--- config.mk ---
export PLATFORM = sky130hd
export DESIGN_NAME = jtag_spi_bridge
export DESIGN_NICKNAME = d
export VERILOG_FILES = /design/src/rtl/jtag_spi_bridge.sv
export SDC_FILE = /design/constraint.sdc
export NUM_CORES = 1
export LEC_CHECK = 0
export BUFFER_PORTS_ARGS = -buffer_cell sky130_fd_sc_hd__buf_2
export CAP_MARGIN = 20
export CORE_MARGIN = 2
export CORE_UTILIZATION = 60
export CTS_BUF_LIST = sky130_fd_sc_hd__clkbuf_8 sky130_fd_sc_hd__clkbuf_16
export CTS_CLUSTER_SIZE = 8
export DETAILED_ROUTE_END_ITERATION = 12
export GPL_ROUTABILITY_DRIVEN = 0
export HOLD_SLACK_MARGIN = 0.15
export PLACE_DENSITY_LB_ADDON = 0.05
export SYNTH_ARGS = -nofsm -noshare
export SYNTH_HDL_FRONTEND = slang
export SYNTH_SLANG_ARGS = --single-unit
export TNS_END_PERCENT = 20
--- constraint.sdc ---
create_clock -name tck -period 2.45 [get_ports tck]
set_clock_uncertainty 0.05 [all_clocks]
set_input_delay 0.245 -clock tck [delete_from_list [all_inputs] [get_ports tck]]
set_output_delay 0.245 -clock tck [all_outputs]
set_load 0.05 [all_outputs]
--- src/rtl/jtag_spi_bridge.sv ---
module jtag_spi_bridge #(
  parameter int LEN_W = 32
) (
  input  logic tck,
  input  logic tlr,
  input  logic sel,
  input  logic shift,
  input  logic tdi,
  output logic tdo,
  output logic spi_sclk,
  output logic spi_cs_n,
  output logic spi_mosi,
  input  logic spi_miso
);
  localparam int IDX_W = $clog2(LEN_W);
  localparam logic [IDX_W-1:0] IDX_LAST = IDX_W'(LEN_W - 1);
  localparam logic [LEN_W-1:0] ONE = LEN_W'(1);

  typedef enum logic [1:0] {HUNT, LENGTH, XFER, DRAIN} st_t;

  st_t             st;
  logic [LEN_W-1:0] len_sr;
  logic [LEN_W-1:0] cnt;
  logic [IDX_W-1:0] idx;
  logic            en;
  logic            dr;
  logic            tdo_q;

  wire active = sel & shift;
  wire live   = en & active;
  wire [LEN_W-1:0] len_next = {len_sr[LEN_W-2:0], tdi};

  assign spi_cs_n = ~live;
  assign spi_sclk = tck & live;
  assign spi_mosi = tdi;
  assign tdo      = tdo_q;

  always_ff @(posedge tck or posedge tlr) begin
    if (tlr) begin
      st     <= HUNT;
      len_sr <= '0;
      cnt    <= '0;
      idx    <= '0;
    end else if (!active) begin
      st <= HUNT;
    end else begin
      case (st)
        HUNT: if (tdi) begin
          st  <= LENGTH;
          idx <= '0;
        end
        LENGTH: begin
          len_sr <= len_next;
          idx    <= idx + 1'b1;
          if (idx == IDX_LAST) begin
            cnt <= len_next;
            st  <= (len_next == '0) ? DRAIN : XFER;
          end
        end
        XFER: begin
          cnt <= cnt - ONE;
          if (cnt == ONE) st <= DRAIN;
        end
        default: st <= DRAIN;
      endcase
    end
  end

  always_ff @(posedge tck or posedge tlr) begin
    if (tlr)         dr <= 1'b0;
    else if (active) dr <= live ? spi_miso : tdi;
  end

  always_ff @(negedge tck or posedge tlr) begin
    if (tlr) begin
      en    <= 1'b0;
      tdo_q <= 1'b0;
    end else begin
      en    <= active && (st == XFER);
      tdo_q <= dr;
    end
  end

  p_hunt_zero_r1: assert property (@(posedge tck) disable iff (tlr)
    (st == HUNT && active && !tdi) |=> (st == HUNT && spi_cs_n));

  p_marker_r2: assert property (@(posedge tck) disable iff (tlr)
    (st == HUNT && active && tdi) |=> (st == LENGTH && spi_cs_n));

  p_cs_in_xfer_r4: assert property (@(posedge tck) disable iff (tlr)
    !spi_cs_n |-> (st == XFER));

  p_drain_hold_r5: assert property (@(posedge tck) disable iff (tlr)
    (st == DRAIN && active) |=> (st == DRAIN && spi_cs_n));

  p_no_underflow_r8: assert property (@(posedge tck) disable iff (tlr)
    (st == XFER) |-> (cnt != '0));

  p_abort_r9: assert property (@(posedge tck) disable iff (tlr)
    !active |=> (st == HUNT));

  p_idle_unsel_r10: assert property (@(posedge tck) disable iff (tlr)
    !sel |-> (spi_cs_n && !spi_sclk));

endmodule

# [Word level (Yosys, flattened, before mapping)]
# Index checks and enable logic that the tools add are counted.
[classes] add_sub_neg=2 mul=0 div_mod_pow=0 magnitude_cmp=0 eq_ne=9 shifts=0 muxes=11 bitwise_logic=4 reduce_logical=9
[op_table] cell="32-bit case mux with 2 select lines" count=1
[op_table] cell="32-bit by 1-bit equality test with 1-bit output, second input constant" count=1
[op_table] cell="32-bit zero test" count=1
[op_table] cell="32-bit 2-to-1 mux" count=1
[op_table] cell="32-bit by 1-bit subtractor with 32-bit output, second input constant" count=1
[op_table] cell="5-bit case mux with 2 select lines" count=1
[op_table] cell="3-bit != test, second input constant" count=3
[op_table] cell="3-bit AND reduction" count=3
[op_table] cell="2-bit 2-to-1 mux" count=4
[op_table] cell="2-bit case mux with 3 select lines" count=1
[op_table] cell="5-bit by 1-bit adder with 5-bit output, second input constant" count=1
[op_table] cell="5-bit equality test, second input constant" count=1
[op_table] cell="5-bit 2-to-1 mux" count=1
[op_table] cell="2-bit != test, second input constant" count=2
[op_table] cell="2-bit nonzero test" count=2
[op_table] cell="1-bit bitwise AND" count=3
[op_table] cell="2-bit by 1-bit equality test with 1-bit output, second input constant" count=1
[op_table] cell="2-bit equality test, second input constant" count=1
[op_table] cell="2-bit zero test" count=1
[op_table] cell="1-bit 2-to-1 mux" count=2
[op_table] cell="2-bit AND reduction" count=1
[op_table] cell="1-bit logical AND" count=1
[op_table] cell="1-bit NOT" count=1
[word_totals] regBits=73 latchBits=0 ram_bits=0 rom_bits=0 in_bits=6 output_inout_bits=4 n_memories=0

# [Depth between registers and ports, before layout]
# Gate-level depths: netlist (run 1).
[logic_depth] ltp_word=5 depth_mapped=9

==> flow_summary.yaml, run 1 <==
pwr:
  p_sw_share_pct: 28.0
  switchingPower_uw: 727
  peakVddDrop_v: 0.000402
  pwr-share-clk_pct: 39.4
  p_int_mw: 1.87
  power.share.sequential_pct: 50.6
  powerDensity_nw_per_um2: 560
  combPwrFrac_pct: 10.0
  p_leak_nw: 1.99
  total_power_mw: 2.60
final_layout:
  drive_above_1_share_pct: 23.0
  final_cell_mix: "dfrtp_1, mux2_2, buf_4"
  antenna_cells: 0
  fin_util_pct: 69.1
  final_cell_count_no_fill: 527
  final_common_cell: "dfrtp_1"
  area_growth_syn_to_layout_pct: 12.7
  nets: 452
synth:
  syn_inst: 414
  yosys-top-cells-area: "dfrtp_1, mux2_2, nor4_1, o21ai_0, nand2_1"
  synth_cell_types: 63
  synth_seq_area_share_pct: 44.3
  avgSynthCellArea_um2: 9.96
  synth_top_area_share_pct: 43.1
  syn_area_um2: 4120
  synth_top_area_cell: "dfrtp_1"
  synthArstFlopShare_pct: 100
  syn-num-nets: 424
  ys_warn_count: 0
  yosys_most_used_dff: "dfrtp_1"
  synth_edf_count: 0
  yosys_register_bits: 73
floorplanning:
  start_util_pct: 61.4
  die-area_um2: 7550
  die_h_um: 86.9
  core_um2: 6720
  io_pins: 10
  std_cell_rows: 30
  dieWidth_um: 86.9
routing:
  wl_met1_um: 4840
  post_drt_via_cell_ratio: 6.66
  first_pass_iters: 5
  wl_met2_um: 4610
  top_layer: "met4"
  wl_per_cell_um: 19.6
  wirelength_um: 10400
  wl_met3_um: 692
  drt_iter0_markers: 288
  drc: 0
  drtAntennaViolNets: 0
  vias: 3511
setup_path:
  critical_path_class: "flip-flop to primary output"
  cp_data_required_time_ns: 2.15
  endpoint_kind: "primary output"
  startpoint_type: "flip-flop"
  arrival_ns: 2.45
  critPathMaxFanout: 3
clocking:
  cts.clk_slew.worst_paths_ns: 0.09
  clock_latency_ns: 0.47
  cts_tree: "built"
global_route:
  overflow: 0
  grt_pass1_wl_um: 17000
  grt_antenna_before_repair: 0
  grt_usage_pct: 30.2
  grt_pass1_vias: 3319
  grt_max_degree: 50
status:
  violations: "setup timing"
  status: "complete, but fails checks"
timing:
  setup_violations: 4
  final_max_slew_viol_count: 0
  fin_setup_tns_ns: -0.580
  worst_pin_slew_ns: 0.857
  rsz0062_at_grt: "true"
  max_slew_margin_pct: 42.7
  hold_viol_final: 0
  setup_slack_ns: -0.298
place:
  hpwl_um: 7040
  dp.cells: 504
  io_buffers: 9
flow_run:
  maxCapViolCount: 0
hold_path:
  hp-class: "input pin to flip-flop"
cells in the mapped netlist (all sizes together) (7+ instances only):
cell	count
and3	8
nand4	14
nor2	24
nand2	28
a21oi	18
mux2	31
clkbuf	22
nor3	18
nor4b	7
dfrtp	71
buf	7
nand3	15
nor4	25
o21ai	24
final timing paths:
check | to | cells past startpoint | slack, ns | start
max in group asynchronous | tdo | 3 | 0.95 | tlr
worst max register to register | dr | 3 | 0.21 | en
worst max-delay path | spi_sclk | 2 | -0.30 | en
worst min-delay path | cnt[30] | 5 | 0.32 | shift
worst min register to register | dr | 2 | 0.45 | dr
min in group asynchronous | cnt[21] | 4 | 0.38 | tlr
routing by layer:
metal | track usage (%) | vias to the layer above
li1 | - | 1667
met1 | 43.9 | 1695
met2 | 41.3 | 129
met3 | 10.1 | 20
met4 | 12.1 | 0
met5 | 0 | -
cells by family after synthesis:
| logic type | Yosys count | share of synthesized area, % |
|---|---|---|
| mux | 37 | 9.92 |
| buf+inv | 33 | 4.34 |
| compound gates | 98 | 16.1 |
| fa+ha+maj | 4 | 1.21 |
| simple gates | 169 | 24.2 |
| flops | 73 | 44.3 |
state kept, by name, summed over array words and instances (netlist names):
register  count
tdo           1
st            2
len_sr       31
dr            1
cnt          32
en            1
idx           5
through the flow:
stage	cell area, um2	hold slack [ns]	setup slack, ns
6_report	4640	0.318	-0.298
4_1_cts	4640	0.298	-0.307
2_1_floorplan	4130	0.331	0.0578
5_1_grt	4640	0.339	-0.330
3_5_place_dp	4350	0.341	0.110
3_3_place_gp	4350	0.326	0.130
critical path, stage by stage (launching register included):
cell and delay, ns:
dfrtn_1 0.43, and3_4 0.20, buf_8 0.14
repair_timing:
item | CTS | global route
cloned | 0 | 0
hold buffers | 3 | 0
gates resized for setup | 8 | 0
hold endpoints to repair | 74 | 0
buffers inserted | 1 | 0
endpoints found under the setup margin | 4 | 4
power by group through the flow:
stage / clock (mW) / sequential (mW) / combinational, mW
4_1_cts: 1.05 / 1.31 / 0.261
3_3_place_gp: 0.000132 / 1.34 / 0.246
6_report: 1.03 / 1.32 / 0.260
3_5_place_dp: 0.000132 / 1.34 / 0.254
5_1_grt: 1.10 / 1.32 / 0.287
2_1_floorplan: 0.000132 / 1.33 / 0.177
layout make-up:
cell class	count	area, um2
Multi-Input combinational cell	308	2130
Fill cell	529	2070
Sequential cell	73	1830
Timing Repair Buffer	42	328
Clock buffer	14	194
Tap cell	80	100
Clock inverter	6	48.8
Inverter	4	18.8
Power figures use the tool's default switching activity.
==> inputs of run 2 (changes only) <==
--- a/config.mk
+++ b/config.mk
@@ -5,6 +5,7 @@
 export SDC_FILE = /design/constraint.sdc
 export NUM_CORES = 1
 export LEC_CHECK = 0
+export ABC_AREA = 1
 export BUFFER_PORTS_ARGS = -buffer_cell sky130_fd_sc_hd__buf_2
 export CAP_MARGIN = 20
 export CORE_MARGIN = 2
==> run 2 against run 1 <==
The flow still finishes with violations (setup timing). Synthesized cell count rose by 50%. Combinational power increased to 5.3 times the previous value. Core utilization decreased by 0.73 points. Global-route usage shrank 0.17 points. Clock-buffer cell count stayed put. Sequential power rose by 64%. Via count is 13% higher. Wire length is 1.1% higher. Clock power is essentially flat. Power increased by 77%. Cell area about the same. Die area is 2.5% higher. Critical endpoint unchanged. Highest routed layer unchanged.
==> flow_summary.yaml, run 2 <==
status:
  status: "complete, but fails checks"
  violations: "setup timing"
synth:
  synth_top_area_cell: "dfrtp_1"
  yosys-top-cells-area: "dfrtp_1, nand2_1, nor2_1, inv_1, o21ai_0"
  syn_inst: 621
  synth_top_cells_by_count: "nand2_1, nor2_1, inv_1"
  ys_warn_count: 0
  yosys_register_bits: 73
  synth_seq_area_share_pct: 43.2
  syn_area_um2: 4230
  avgSynthCellArea_um2: 6.81
  synth_cell_types: 29
  synth_top_area_share_pct: 42.0
  yosys_most_used_dff: "dfrtp_1"
  synthArstFlopShare_pct: 100
  syn-num-nets: 631
  synth_edf_count: 0
  yosysMostFrequentCell: "nand2_1"
global_route:
  grt_max_degree: 51
  grt_usage_pct: 30.0
  overflow: 0
  grt_pass1_vias: 3867
  grt_pass1_wl_um: 17700
  grt_antenna_before_repair: 0
setup_path:
  reg2regPathDepth: 6
  startpoint_type: "flip-flop"
  r2r_end: "dr"
  endpoint: "spi_sclk"
  rr_startpoint: "en"
  cpMostUsedCell: "nor2_2"
  max_stage_delay_ns: 0.41
  arrival_ns: 2.48
  critPathMaxFanout: 2
  r2r_setup_slack_ns: 0.20
  endpoint_kind: "primary output"
  cp_data_required_time_ns: 2.15
  crit_chain: "inv_1, nor2_2, inv_2, nor2_2, buf_6"
  startpoint: "en"
  critical_path_class: "flip-flop to primary output"
  crit_slowest_cell: "dfrtn_1"
timing:
  fin_setup_tns_ns: -0.567
  rsz0062_at_grt: "true"
  setup_violations: 3
  final_max_slew_viol_count: 0
  worst_pin_slew_ns: 0.565
  hold_viol_final: 0
  setup_slack_ns: -0.324
  max_slew_margin_pct: 62.4
routing:
  drt_iter0_markers: 294
  drc: 0
  first_pass_iters: 5
  post_drt_via_cell_ratio: 5.39
  vias: 3957
  wl_per_cell_um: 14.3
  drtAntennaViolNets: 0
  wirelength_um: 10500
floorplanning:
  start_util_pct: 62.2
  die_h_um: 88.0
  core_um2: 6790
  dieWidth_um: 88.0
  std_cell_rows: 30
  die-area_um2: 7740
  io_pins: 10
hold_path:
  hp-class: "input pin to flip-flop"
final_layout:
  drive_above_1_share_pct: 7.05
  largestRegisters: "cnt (32), len_sr (31), idx (5)"
  area_growth_syn_to_layout_pct: 9.88
  fin_area_um2: 4650
  final_cell_count_no_fill: 734
  antenna_cells: 0
  regMostFlops: "cnt"
  nets: 643
  largest_reg_flops: 32
  final_cell_mix: "nand2_1, nor2_1, inv_1"
  final_common_cell: "nand2_1"
flow_run:
  maxCapViolCount: 0
clocking:
  h-tree-depth: 3
  cts.clk_slew.worst_paths_ns: 0.08
  root_buffer: "clkbuf_8"
  cts_buffers: 9
  cts_tree: "built"
  clock_latency_ns: 0.36
  cts.path.max_buffers: 2
place:
  io_buffers: 9
  place_area_um2: 4380
  pre_cts_ws_ns: -0.0115
  dp.cells: 715
  hpwl_um: 7510
pwr:
  powerDensity_nw_per_um2: 989
  total_power_mw: 4.60
  p_leak_nw: 2.17
  peakVddDrop_v: 0.000524
run 2: area by class of cell:
class | count | area (um2)
Fill cell | 602 | 2150
Sequential cell | 73 | 1830
Multi-Input combinational cell | 439 | 1980
Clock buffer | 14 | 213
Inverter | 89 | 338
Tap cell | 96 | 120
Timing Repair Buffer | 19 | 144
Clock inverter | 4 | 27.5
run 2: layer usage:
layer  up-vias  wire, um  GRT usage [%]  share of wire [%]
met4         0       299           12.2                2.9
met1      1846      4740           41.0                 45
met3        26       563           4.62                5.4
li1       1967         -              -                  -
met5         -         0              0                  0
met2       118      4860           48.0                 46
run 2: what timing repair did:
action,CTS,global route
endpoints found under the setup margin,4,4
hold buffers,1,0
pin swaps,0,2
gates resized for setup,4,3
gates cloned,0,0
hold endpoints to repair,71,0
buffers inserted,1,1
run 2: kinds of logic (layout without fill, tap and decap cells):
kind of cell,after synthesis,in the layout,synth area share (%)
simple gates,317,317,29.9
flops,73,73,43.2
compound gates,110,110,13.9
xor+xnor,8,8,1.66
buf+inv,109,126,10.1
fa+ha+maj,4,4,1.18
run 2: how the worst min path moves through the flow:
| stage | slack, ns | cells after the start | startpoint | endpoint |
|---|---|---|---|---|
| 4_1_cts | 0.16 | 5 | spi_miso | dr |
| 6_report | 0.17 | 5 | spi_miso | dr |
| 5_1_grt | 0.19 | 3 | tdi | len_sr[0] |
| 3_3_place_gp | 0.36 | 3 | tlr | dr |
| 2_1_floorplan | 0.36 | 2 | tdi | len_sr[0] |
| 3_5_place_dp | 0.38 | 3 | tlr | len_sr[6] |
run 2: power breakdown:
part	internal [mW]	leakage, nW	total, mW	switching [mW]
Combinational	0.497	1.15	1.39	0.894
Sequential	1.67	0.890	2.16	0.487
Clock	0.556	0.130	1.04	0.488
Total	2.73	2.17	4.60	1.87
run 2: per-stage QoR:
step | hold slack [ns] | util (%)
2_1_floorplan | 0.356 | -
3_3_place_gp | 0.358 | 64.5
3_5_place_dp | 0.379 | 64.5
4_1_cts | 0.158 | 68.2
5_1_grt | 0.190 | 68.4
6_report | 0.167 | 68.4
run 2: critical path: cells and delay by family (launching register included):
family / cells / cell delay, ns
flops: 1 / 0.41
simple gates: 2 / 0.23
buf+inv: 3 / 0.28
==> inputs of run 3 (changes only) <==
--- a/config.mk
+++ b/config.mk
@@ -8,14 +8,17 @@
 export ABC_AREA = 1
 export BUFFER_PORTS_ARGS = -buffer_cell sky130_fd_sc_hd__buf_2
 export CAP_MARGIN = 20
+export CELL_PAD_IN_SITES_DETAIL_PLACEMENT = 1
+export CELL_PAD_IN_SITES_GLOBAL_PLACEMENT = 2
 export CORE_MARGIN = 2
-export CORE_UTILIZATION = 60
+export CORE_UTILIZATION = 36
 export CTS_BUF_LIST = sky130_fd_sc_hd__clkbuf_8 sky130_fd_sc_hd__clkbuf_16
 export CTS_CLUSTER_SIZE = 8
 export DETAILED_ROUTE_END_ITERATION = 12
 export GPL_ROUTABILITY_DRIVEN = 0
 export HOLD_SLACK_MARGIN = 0.15
 export PLACE_DENSITY_LB_ADDON = 0.05
+export SETUP_SLACK_MARGIN = 0.3
 export SYNTH_ARGS = -nofsm -noshare
 export SYNTH_HDL_FRONTEND = slang
 export SYNTH_SLANG_ARGS = --single-unit
==> run 3 against run 2 <==
The flow still finishes with violations (setup timing). Sequential share of layout area fell by 1.5 points. Wire length rose by 26%. Critical path type unchanged. Power rose by 8.3%. Core utilization fell by 26 points. Clock power rose by 30%. Cell count rose by 7.2%. Sequential power barely moved. Global-route usage fell by 7.1 points. Register-to-register slack got worse by 0.03 ns. Critical path depth did not move. Die area rose by 63%.
==> flow_summary.yaml, run 3 (synthesis results as in run 2) <==
global_route:
  grt_usage_pct: 22.9
  grt_pass1_vias: 4316
  grt_antenna_before_repair: 0
  grt_max_degree: 51
  overflow: 0
  grt_pass1_wl_um: 22400
place:
  io_buffers: 9
  place_area_um2: 4480
  hpwl_um: 9860
timing:
  worst_pin_slew_ns: 0.623
  setup_slack_ns: -0.267
  rsz0062_at_grt: "true"
  max_slew_margin_pct: 58.5
  setup_violations: 3
  final_max_slew_viol_count: 0
  holdWs_ns: 0.200
  hold_viol_final: 0
clocking:
  cts_tree: "built"
  cts.clk_slew.worst_paths_ns: 0.06
  cts_buffers: 9
  cts.path.max_buffers: 2
  clock_latency_ns: 0.34
  h-tree-depth: 3
  root_buffer: "clkbuf_16"
floorplanning:
  dieWidth_um: 112
  std_cell_rows: 39
  start_util_pct: 37.0
  io_pins: 10
  core_um2: 11400
  die_h_um: 112
  die-area_um2: 12600
setup_path:
  critical_path_class: "flip-flop to primary output"
  cp_data_required_time_ns: 2.15
  r2r_setup_slack_ns: 0.17
  critPathMaxFanout: 2
  reg2regPathDepth: 6
  arrival_ns: 2.42
  endpoint_kind: "primary output"
  rr_startpoint: "en"
  startpoint_type: "flip-flop"
  r2r_end: "dr"
routing:
  vias: 3936
  post_drt_via_cell_ratio: 5.00
  wirelength_um: 13200
  drt_iter0_markers: 162
  drc: 0
  first_pass_iters: 4
  wl_per_cell_um: 16.7
  drtAntennaViolNets: 0
final_layout:
  fillers: 1475
  regMostFlops: "cnt"
  fin_area_um2: 4830
  largestRegisters: "cnt (32), len_sr (31), idx (5)"
  drive_above_1_share_pct: 7.76
  nets: 649
  largest_reg_flops: 32
  antenna_cells: 0
  final_common_cell: "nand2_1"
  area_growth_syn_to_layout_pct: 14.2
  final_cell_mix: "nand2_1, nor2_1, inv_1"
hold_path:
  hp-class: "input pin to flip-flop"
  min-delay-start: "spi_miso"
  hold_depth: 5
  holdPathEnd: "dr"
status:
  status: "complete, but fails checks"
  violations: "setup timing"
pwr:
  p_leak_nw: 2.22
  peakVddDrop_v: 0.000582
  powerDensity_nw_per_um2: 1030
flow_run:
  maxCapViolCount: 0
==> run 3: timing repair <==
action	in CTS	in global routing
setup buffers	2	1
resized for setup	7	4
hold buffers	1	0
pin swaps	2	1
setup endpoints to repair	5	10
hold endpoints to repair	71	0
==> run 3: worst max path at each step <==
| stage | from | endpoint | slack [ns] | cells past startpoint |
|---|---|---|---|---|
| after floorplan | en | spi_sclk | -0.03 | 4 |
| after global routing | en | spi_sclk | -0.31 | 5 |
| after CTS | en | spi_sclk | -0.30 | 5 |
| final | en | spi_sclk | -0.27 | 5 |
| after detailed placement | en | spi_sclk | -0.04 | 5 |
| after global placement | en | spi_sclk | -0.03 | 5 |
==> run 3: per-layer routing <==
metal / GRT usage (%) / vias up / share of wire, %
met5: 0 / - / 0
met3: 2.86 / 16 / 1.8
met4: 8.21 / 0 / 1.7
met1: 31.6 / 1914 / 50
met2: 37.1 / 27 / 47
li1: - / 1979 / -
==> run 3: layout make-up <==
type / count / area, um2 / share of cell area, %
Clock buffer: 11 / 254 / 5.26
Clock inverter: 7 / 61.3 / 1.27
Sequential cell: 73 / 1830 / 37.8
Multi-Input combinational cell: 439 / 1990 / 41.2
Inverter: 89 / 343 / 7.10
Timing Repair Buffer: 25 / 176 / 3.65
Tap cell: 143 / 179 / 3.71
==> run 3: stage by stage <==
stage                     power, mW  worst slack, ns  setup TNS, ns  util, %  cells
final                          4.98           -0.267         -0.509     42.3    787
after global routing           5.41           -0.309         -0.590     42.3    787
after CTS                      5.04           -0.296         -0.568     42.2    786
after detailed placement       3.67          -0.0389        -0.0389     39.2    767
after global placement         3.59          -0.0251        -0.0251     39.2    767
after floorplan                3.14          -0.0349        -0.0349        -    621
==> run 3: critical path: stages, from the launching register on <==
cell and delay (ns):
dfrtn_1 0.42, inv_2 0.05, nor2_4 0.11, inv_4 0.05, nor2_4 0.08, buf_8 0.15
==> run 3: power breakdown <==
| group | internal, mW | total, mW | switching (mW) |
|---|---|---|---|
| logic | 0.507 | 1.45 | 0.946 |
| clock network | 0.810 | 1.35 | 0.543 |
| registers | 1.68 | 2.17 | 0.496 |
